$ cat src/rtl/bus_break_unit.sv
module bus_break_unit #(
  parameter int W = 16
) (
  input  logic         clk,
  input  logic         rst_n,
  input  logic [1:0]   cfg_sel,
  input  logic         cfg_wr,
  input  logic [W-1:0] cfg_wdata,
  output logic [W-1:0] cfg_rdata,
  input  logic         bus_valid,
  input  logic [W-1:0] bus_addr,
  input  logic [W-1:0] bus_data,
  input  logic         bus_word,
  input  logic         bus_write,
  input  logic         bus_fetch,
  output logic         brk_flag,
  output logic         brk_irq
);
  localparam int BW = W / 2;

  logic [W-1:0] brk_addr, brk_data;
  logic [1:0]   kind;
  logic         dce, ie, flag;

  wire wr_addr = cfg_wr && cfg_sel == 2'd0;
  wire wr_data = cfg_wr && cfg_sel == 2'd1;
  wire wr_ctrl = cfg_wr && cfg_sel == 2'd2;
  wire clr     = cfg_wr && cfg_sel == 2'd3 && !cfg_wdata[0];

  wire hi_eq = bus_data[W-1:BW] == brk_data[W-1:BW];
  wire lo_eq = bus_data[BW-1:0] == brk_data[BW-1:0];
  wire data_ok = !bus_word ? hi_eq : (bus_addr[0] ? lo_eq : (hi_eq && lo_eq));

  logic kind_ok;
  always_comb begin
    case (kind)
      2'd0:    kind_ok = bus_fetch;
      2'd1:    kind_ok = !bus_fetch && !bus_write;
      2'd2:    kind_ok = !bus_fetch && bus_write;
      default: kind_ok = !bus_fetch;
    endcase
  end

  wire hit = bus_valid && bus_addr == brk_addr && kind_ok && (!dce || data_ok);

  always_ff @(posedge clk or negedge rst_n) begin
    if (!rst_n) begin
      brk_addr <= '1;
      kind     <= 2'd0;
      dce      <= 1'b0;
      ie       <= 1'b0;
      flag     <= 1'b0;
    end else begin
      if (wr_addr) brk_addr <= cfg_wdata;
      if (wr_ctrl) {ie, dce, kind} <= cfg_wdata[3:0];
      flag <= hit || (flag && !clr);
    end
  end

  always_ff @(posedge clk) begin
    if (wr_data) brk_data <= cfg_wdata;
  end

  always_comb begin
    case (cfg_sel)
      2'd0:    cfg_rdata = brk_addr;
      2'd1:    cfg_rdata = brk_data;
      2'd2:    cfg_rdata = {{(W-4){1'b0}}, ie, dce, kind};
      default: cfg_rdata = {{(W-1){1'b0}}, flag};
    endcase
  end

  assign brk_flag = flag;
  assign brk_irq  = flag && ie;

  AST_FLAG_HOLDS: assert property (@(posedge clk) disable iff (!rst_n)
    (flag && !clr) |=> flag);
  AST_SET_NEEDS_VALID: assert property (@(posedge clk) disable iff (!rst_n)
    (!bus_valid && !flag) |=> !flag);
  AST_CLEAR_TAKES: assert property (@(posedge clk) disable iff (!rst_n)
    (clr && !bus_valid) |=> !brk_flag);
  AST_MATCH_WINS: assert property (@(posedge clk) disable iff (!rst_n)
    (clr && hit) |=> brk_flag);
  AST_IRQ_QUIET: assert property (@(posedge clk) disable iff (!rst_n)
    (!bus_valid && !flag) |=> !brk_irq);
endmodule

$ cat config.mk
export PLATFORM = sky130hd
export DESIGN_NAME = bus_break_unit
export DESIGN_NICKNAME = d
export VERILOG_FILES = /design/src/rtl/bus_break_unit.sv
export SDC_FILE = /design/constraint.sdc
export NUM_CORES = 1
export LEC_CHECK = 0
export BUFFER_PORTS_ARGS = -buffer_cell sky130_fd_sc_hd__buf_2
export CORE_MARGIN = 5
export CORE_UTILIZATION = 49
export DETAILED_ROUTE_END_ITERATION = 8
export PLACE_DENSITY = 0.9
export SYNTH_ARGS = -nofsm -noshare
export SYNTH_HDL_FRONTEND = slang
export SYNTH_SLANG_ARGS = --single-unit
export TNS_END_PERCENT = 50
$ cat constraint.sdc
create_clock -name clk -period 1.94 [get_ports clk]
set_clock_uncertainty 0.1 [all_clocks]
set_input_delay 0.485 -clock clk [delete_from_list [all_inputs] [get_ports clk]]
set_output_delay 0.485 -clock clk [all_outputs]
set_load 0.005 [all_outputs]
==> results.json, run 1 <==
{
  "period_needed_ns": 1.905,
  "synth_edf_count": 16,
  "synth_area_leaders": "edfxtp_1 (24%), dfstp_2 (21%), xor2_1 (12%)",
  "synth_area_um2": 2034,
  "grt_pass1_wl_um": 7886,
  "grt_overflow": 0,
  "rsz0062_at_grt": "no",
  "ys_ff_latch": 37,
  "p_seq_frac": 0.504,
  "drive_gt1_frac": 0.5425,
  "ios": 75,
  "drt_first_iter_violations": 90,
  "p_switching_w": 0.0005583,
  "avgSynthCellArea_um2": 12.88,
  "netlist_top_cells_count": "xor2_1 (28), mux2_2 (20), dfstp_2 (16), edfxtp_1 (16), mux2i_1 (15)",
  "dpl.hpwl_um": 4074,
  "switching_share": 0.2657,
  "maxSlewViolCount": 0,
  "fmax_ghz": 0.5248,
  "insertion_delay_ns": 0.29,
  "cts_sinks": 37,
  "ys_types": 30,
  "fillCellCount": 310,
  "met3_length_um": 413,
  "path_clk_slew_ns": 0.07,
  "dpl_cell_area_um2": 2500,
  "gp_congestion": 0.9352,
  "tightest_slew_ns": 0.4888,
  "holdBufCountCts": 0,
  "final_hold_viol_count": 0,
  "ys_warn_count": 0,
  "multi_input_area_um2": 965.9,
  "worstPathArrival_ns": 1.32,
  "num_antenna_cells": 0,
  "setup_tns_ns": 0,
  "cap_violations": 0,
  "track_usage": 0.1955,
  "status": "finished clean",
  "synth_area_leader_cell": "edfxtp_1",
  "portBuffers": 74,
  "relSlewSlack": 0.6741,
  "die-width_um": 74.44,
  "worstSetupPathType": "register to output pin",
  "nNetsFinal": 306,
  "core_um2": 4000,
  "power.share.clock": 0.279,
  "crit_required_ns": 1.35,
  "wirelength_met1_um": 2062,
  "internal_power_w": 0.001543,
  "final_cells": 297,
  "fp.dieH_um": 74.44,
  "regToRegSetupSlack_ns": 0.26,
  "antenna_found_initial": 0,
  "regArea_um2": 1026,
  "first_pass_iters": 4,
  "power.total_w": 0.002101,
  "grt_max_degree": 22,
  "routed.top_layer": "met4",
  "hold_path.class": "input port to async pin",
  "start_util": 0.5086,
  "yosysMostFrequentCell": "xor2_1",
  "drtAntennaViolNets": 0,
  "syn_to_final_growth_pct": 29.15,
  "tritoncts": "done",
  "peakVddDrop_uv": 614.0,
  "layout_worst_path_cycle_share": 0.9821,
  "post-route-drc-count": 0,
  "synthesis.nets": 218,
  "powerDensity_nw_per_um2": 799.5,
  "synth_top_area_frac": 0.2362,
  "design_area_um2": 2628,
  "num_vias": 1566,
  "grt_pass1_vias": 1638,
  "synthArstFlopShare": 0.5676,
  "p_leak_nw": 1.207,
  "std_cell_rows": 23,
  "cts-root-buf": "clkbuf_8",
  "htreeDepth": 2,
  "die_area_um2": 5541,
  "cp_max_fo": 4,
  "place_inst": 286,
  "pre_cts_slack_ns": 0.09117,
  "yosysSeqAreaShare": 0.5043,
  "clock_path_buffers": 2,
  "end_kind": "output pin",
  "syn-instance-count": 158,
  "setup_viol_count_final": 0,
  "pwr-share-comb": 0.217,
  "postLayoutSetupSlackWorst_ns": 0.03464,
  "cts_buffers": 5,
  "wl_per_cell_um": 17.25,
  "wl_met2_um": 2528,
  "routed_wl_um": 5123,
  "via_per_inst": 5.273,
  "synth_ff_type": "edfxtp_1",
  "crit_path_start_kind": "register"
}
==> logic make-up (layout without fill, tap and decap cells) <==
logic type | count (synthesis) | after routing | synth area share
muxes | 36 | 36 | 0.1956
adders and majority gates | 3 | 3 | 0.01845
buffers and inverters | 8 | 97 | 0.02275
DFF | 37 | 37 | 0.5043
xor gates and xnor gates | 33 | 33 | 0.1421
AOI/OAI and AO/OA | 9 | 9 | 0.02768
and+or+nand+nor | 32 | 32 | 0.08918
==> registers in the layout (all words and copies together) (netlist names) <==
name      flops
brk_addr     16
dce           1
brk_flag      1
brk_data     16
kind          2
ie            1
==> layout make-up <==
type,instances,share of cell area
inverters,3,0.004286
clock buffers,7,0.03667
clock inverters,1,0.001905
multi-input cells,113,0.3676
well taps,50,0.02381
flip-flops and latches,37,0.3905
repair buffers,86,0.1752
==> layout by cell type, fill, tap and decap left out, types with 3 or more instances in the layout <==
cell / synthesis / final
mux2i_1: 15 / 14
buf_2: 1 / 74
mux2_2: 20 / 20
nor4_1: 7 / 7
dfrtp_1: 5 / 5
buf_4: 2 / 12
dfstp_2: 16 / 16
nor2_1: 12 / 12
xor2_1: 28 / 28
edfxtp_1: 16 / 16
ha_1: 3 / 3
o21ai_0: 5 / 5
clkbuf_8: 0 / 7
nand2_1: 5 / 5
xnor2_1: 5 / 5
inv_1: 3 / 3
==> layer usage <==
layer	vias up	GRT usage
met5	-	0
met4	0	0.07905
met3	11	0.05000
met2	67	0.3190
met1	749	0.2483
li1	739	-
==> final timing paths <==
check | cells past startpoint | from | endpoint
setup / recovery | 2 | brk_flag | cfg_rdata[0]
hold / removal | 1 | rst_n | kind[0]
setup reg to reg | 8 | kind[0] | brk_flag
max in group asynchronous | 1 | rst_n | brk_addr[12]
min in group clk | 1 | cfg_wdata[5] | brk_data[5]
hold reg to reg | 1 | ie | ie
==> critical path, cell delays in order (launching register included) <==
cell     delay [ns]
dfrtp_1        0.42
mux4_2         0.47
buf_2          0.14
==> timing repair <==
item,in CTS,in global routing
gates resized for setup,0,1
setup buffers,0,3
endpoints found under the setup margin,0,2
==> power groups by stage <==
| stage | Sequential (W) | Combinational [W] | Clock (W) |
|---|---|---|---|
| 2_1_floorplan | 0.00104 | 0.000275 | 0 |
| 3_3_place_gp | 0.00106 | 0.000432 | 0 |
| 3_5_place_dp | 0.00107 | 0.000444 | 0 |
| 4_1_cts | 0.00106 | 0.000448 | 0.000596 |
| 5_1_grt | 0.00107 | 0.000502 | 0.000632 |
| 6_report | 0.00106 | 0.000456 | 0.000586 |
==> per-stage QoR <==
stage,hold WS [ns],util
floorplan,0.08941,-
global placement,0.3673,0.6250
detailed placement,0.3779,0.6250
CTS,0.05991,0.6503
global route,0.09101,0.6569
finish,0.05221,0.6569
Note: power is estimated with default switching activity, not from simulation.
==> run 2: changes to the inputs <==
SETUP_SLACK_MARGIN = 0.4   (was not set)
==> run 2 against run 1 <==
Routed wire length increased by 4.3%. Combinational power grew 27%. Core utilization rose by 3.9 points. Worst setup slack improved by 0.055 ns.
==> results.json, run 2 (synthesis gave the netlist of run 1 again) <==
{
  "crit_path_start_kind": "register",
  "cts_sinks": 37,
  "via_per_inst": 5.183,
  "grt_max_degree": 22,
  "wl_per_cell_um": 17.18,
  "first_pass_iters": 4,
  "routed_wl_um": 5342,
  "layout_worst_path_cycle_share": 0.9536,
  "drive_gt1_frac": 0.5670,
  "final_cell_mix": "buf_2 (72), xor2_1 (28), buf_4 (21)",
  "grt_overflow": 0,
  "end_kind": "output pin",
  "peakVddDrop_uv": 666.5,
  "fmax_ghz": 0.5405,
  "worstSetupPathType": "register to output pin",
  "grt_pass1_vias": 1720,
  "rsz0062_at_grt": "yes",
  "cap_violations": 0,
  "core_um2": 4000,
  "grt_pass1_wl_um": 8238,
  "clock_path_buffers": 2,
  "nNetsFinal": 320,
  "tightest_slew_ns": 0.5090,
  "setup_tns_ns": 0,
  "fp.dieH_um": 74.44,
  "ios": 75,
  "drt_first_iter_violations": 68,
  "die_area_um2": 5541,
  "hold_path.class": "input port to async pin",
  "power.total_w": 0.002166,
  "insertion_delay_ns": 0.29,
  "design_area_um2": 2783,
  "maxSlewViolCount": 0,
  "powerDensity_nw_per_um2": 778.2,
  "htreeDepth": 2,
  "largest_registers": "brk_addr x16, brk_data x16, kind x2",
  "dpl.hpwl_um": 3899,
  "status": "finished clean",
  "antenna_found_initial": 0,
  "gp_congestion": 0.7927,
  "num_antenna_cells": 0,
  "cts-root-buf": "clkbuf_8",
  "period_needed_ns": 1.850,
  "drtAntennaViolNets": 0,
  "setup_viol_count_final": 0,
  "path_clk_slew_ns": 0.07,
  "final_common_cell": "buf_2",
  "dpl_cell_area_um2": 2499,
  "start_util": 0.5086,
  "portBuffers": 74,
  "std_cell_rows": 23,
  "worstPathArrival_ns": 1.27,
  "num_vias": 1612,
  "track_usage": 0.2059,
  "final_hold_viol_count": 0,
  "holdBufCountCts": 0,
  "tritoncts": "done",
  "relSlewSlack": 0.6607,
  "post-route-drc-count": 0,
  "cts_buffers": 5,
  "cp_max_fo": 2,
  "crit_required_ns": 1.35,
  "p_leak_nw": 1.286,
  "syn_to_final_growth_pct": 36.78,
  "die-width_um": 74.44
}
-- run 2: cell types whose count changed in the layout (fill, tap and decap cells not counted), moves of 2 or more --
cell,previous run,this run
buf_6,0,3
buf_4,12,21
buf_12,0,2
buf_2,74,72
o21ai_1,0,4
clkbuf_1,0,2
o21ai_0,5,1
buf_8,0,2
-- run 2: layer usage --
layer / part of all wire / wire (um) / up-vias / track usage
li1: - / - / 766 / -
met1: 0.38 / 2025 / 781 / 0.2394
met2: 0.54 / 2882 / 55 / 0.3737
met3: 0.068 / 363 / 10 / 0.05541
met4: 0.013 / 70 / 0 / 0.05336
met5: 0 / 0 / - / 0
-- run 2: layout make-up --
class / instances / area, um^2
inverters: 3 / 11.26
flip-flops and latches: 37 / 1026
well taps: 50 / 62.56
repair buffers: 100 / 621.8
multi-input cells: 113 / 970.9
fillers: 293 / 1217
clock buffers: 8 / 90.09
-- run 2: power breakdown --
group / switching (W) / internal (W)
logic: 0.000250 / 0.000331
clock network: 0.000266 / 0.000290
registers: 0.0000650 / 0.000963
-- run 2: critical path, cell delays in order, from the launching register on --
cell and delay [ns]:
edfxtp_1 0.39, mux4_2 0.44, buf_2 0.14
-- run 2: timing repair --
| action | CTS | global route |
|---|---|---|
| pin swaps | 6 | 10 |
| setup endpoints to repair | 32 | 33 |
| setup buffers | 18 | 1 |
| gates resized for setup | 13 | 5 |
| gates cloned | 0 | 0 |
-- run 2: per-stage QoR --
step,setup slack (ns),util,instances,hold WS [ns]
4_1_cts,0.09275,0.6900,310,0.07099
6_report,0.08995,0.6957,311,0.05703
5_1_grt,0.05617,0.6957,311,0.08910
3_5_place_dp,0.05652,0.6246,284,0.3860
2_1_floorplan,0.2705,-,158,0.08941
3_3_place_gp,0.07460,0.6246,284,0.3804
-- run 2: path summary, 6_finish.rpt --
check	slack (ns)	cells past startpoint	start	to
max in group asynchronous	1.32	1	rst_n	brk_addr[6]
setup reg to reg	0.21	6	brk_addr[11]	brk_flag
min in group clk	0.28	1	cfg_wdata[12]	brk_data[12]
hold reg to reg	0.44	1	ie	ie
hold / removal	0.06	1	rst_n	dce
setup / recovery	0.09	2	brk_data[0]	cfg_rdata[0]
==> run 3: changes to the inputs <==
CORE_UTILIZATION = 51   (was 49)
CTS_BUF_LIST = sky130_fd_sc_hd__clkbuf_2   (was not set)
PLACE_DENSITY = 0.93   (was 0.9)
TNS_END_PERCENT = 100   (was 50)
==> run 3 against run 2 <==
The run now ends with negative setup slack left. Sequential power about the same. Cell count unchanged. Worst hold slack better by 0.12 ns. Critical endpoint unchanged.
==> results.json, run 3 (synthesis gave the netlist of run 1 again) <==
{
  "status": "finished, violations left",
  "violations": "negative setup slack",
  "std_cell_rows": 23,
  "largest_registers": "brk_addr x16, brk_data x16, kind x2",
  "fmax_ghz": 0.5084,
  "design_area_um2": 2740,
  "utilization": 0.6950,
  "final_hold_viol_count": 0,
  "cp_max_fo": 2,
  "power.share.clock": 0.223,
  "relSlewSlack": 0.6919,
  "p_leak_nw": 1.271,
  "worst_r2r_path_depth": 7,
  "regArea_um2": 1026,
  "num_antenna_cells": 0,
  "worstPathArrival_ns": 1.38,
  "grt-busiest-layer": "met2",
  "fp.dieH_um": 73.16,
  "cts_sinks": 37,
  "crit_path_start_kind": "register",
  "final_common_cell": "buf_2",
  "gp_congestion": 0.8454,
  "drt_first_iter_violations": 113,
  "powerDensity_nw_per_um2": 758.4,
  "fillCellCount": 296,
  "p_switching_w": 0.0005636,
  "rsz0062_at_grt": "yes",
  "tightest_slew_ns": 0.4622,
  "via_per_inst": 5.183,
  "period_needed_ns": 1.967,
  "path_clk_slew_ns": 0.18,
  "setup_tns_ns": -0.02699,
  "end_kind": "output pin",
  "die-width_um": 73.16,
  "postLayoutSetupSlackWorst_ns": -0.02699,
  "place_inst": 284,
  "grtUsageMet2": 0.3644,
  "hold_path.class": "input port to register",
  "cts_buffers": 5,
  "worstSetupPathType": "register to output pin",
  "crit_required_ns": 1.35,
  "internal_power_w": 0.001515,
  "pwr-share-comb": 0.282,
  "start_util": 0.5160,
  "drtAntennaViolNets": 0,
  "grt_pass1_vias": 1730,
  "final_cells": 311,
  "tritoncts": "done",
  "grt_overflow": 0,
  "p_seq_frac": 0.495,
  "routed_wl_um": 5166,
  "portBuffers": 74,
  "grt_max_degree": 22,
  "wl_per_cell_um": 16.61,
  "die_area_um2": 5352,
  "setup_viol_count_final": 1,
  "met3_usage": 0.06198,
  "cap_violations": 0,
  "min_path_cells": 1,
  "ios": 75,
  "antenna_found_initial": 0,
  "num_vias": 1612,
  "multi_input_area_um2": 984.7,
  "layout_worst_path_cycle_share": 1.014,
  "grt_pass1_wl_um": 8197,
  "nNetsFinal": 320,
  "peakVddDrop_uv": 642.9,
  "final_cell_mix": "buf_2 (74), xor2_1 (27), buf_4 (21)",
  "maxSlewViolCount": 0,
  "post-route-drc-count": 0,
  "first_pass_iters": 4,
  "dpl.hpwl_um": 3933,
  "cts-root-buf": "clkbuf_2",
  "clock_path_buffers": 2,
  "power.total_w": 0.002078,
  "insertion_delay_ns": 0.39,
  "track_usage": 0.2076,
  "core_um2": 3943,
  "dpl_cell_area_um2": 2499,
  "switching_share": 0.2712,
  "drive_gt1_frac": 0.5747,
  "syn_to_final_growth_pct": 34.69,
  "grt.met1_usage": 0.2427,
  "htreeDepth": 2
}
==> run 3: through the flow <==
step                      worst slack [ns]  hold slack (ns)
final                             -0.02699           0.1721
after global routing               -0.1133           0.1124
after CTS                         -0.03726           0.1492
after detailed placement           0.08027           0.3672
after global placement              0.1018           0.3712
after floorplan                     0.2705          0.08941
==> run 3: final timing paths <==
path / startpoint / end / slack [ns]
worst max-delay path: brk_data[0] / cfg_rdata[0] / -0.03
worst min-delay path: cfg_wdata[8] / brk_data[8] / 0.17
worst max register to register: kind[0] / brk_flag / 0.22
worst min register to register: ie / ie / 0.49
max in group asynchronous: rst_n / brk_addr[0] / 0.92
min in group asynchronous: rst_n / kind[1] / 0.46
==> run 3: timing repair <==
action,in CTS,in global routing
hold buffers,1,0
pin swaps,3,3
hold endpoints to repair,5,0
buffers inserted,15,3
resized for setup,5,2
setup endpoints to repair,19,19
==> run 3: area by class of cell <==
cell class                      count  share of cell area
Tap cell                           50             0.02283
Inverter                            3            0.004110
Clock inverter                      2             0.01233
Sequential cell                    37              0.3744
Timing Repair Buffer              100              0.2160
Multi-Input combinational cell    113              0.3594
Clock buffer                        6             0.01096
==> run 3: power by group through the flow <==
stage               Combinational, W  Clock [W]  Sequential [W]
floorplan                   0.000279          0         0.00104
global placement            0.000432          0         0.00106
detailed placement          0.000446          0         0.00107
CTS                         0.000562   0.000475         0.00103
global route                0.000641   0.000516         0.00104
finish                      0.000586   0.000463         0.00103
==> run 3: worst max-delay path: stages, from the launching register on <==
cell,delay (ns)
edfxtp_1,0.42
mux4_2,0.45
buf_2,0.14
==> run 3: layer usage <==
layer | up-vias | wire length, um
met4 | 0 | 89
li1 | 769 | -
met2 | 56 | 2727
met1 | 776 | 1986
met3 | 11 | 363
met5 | - | 0
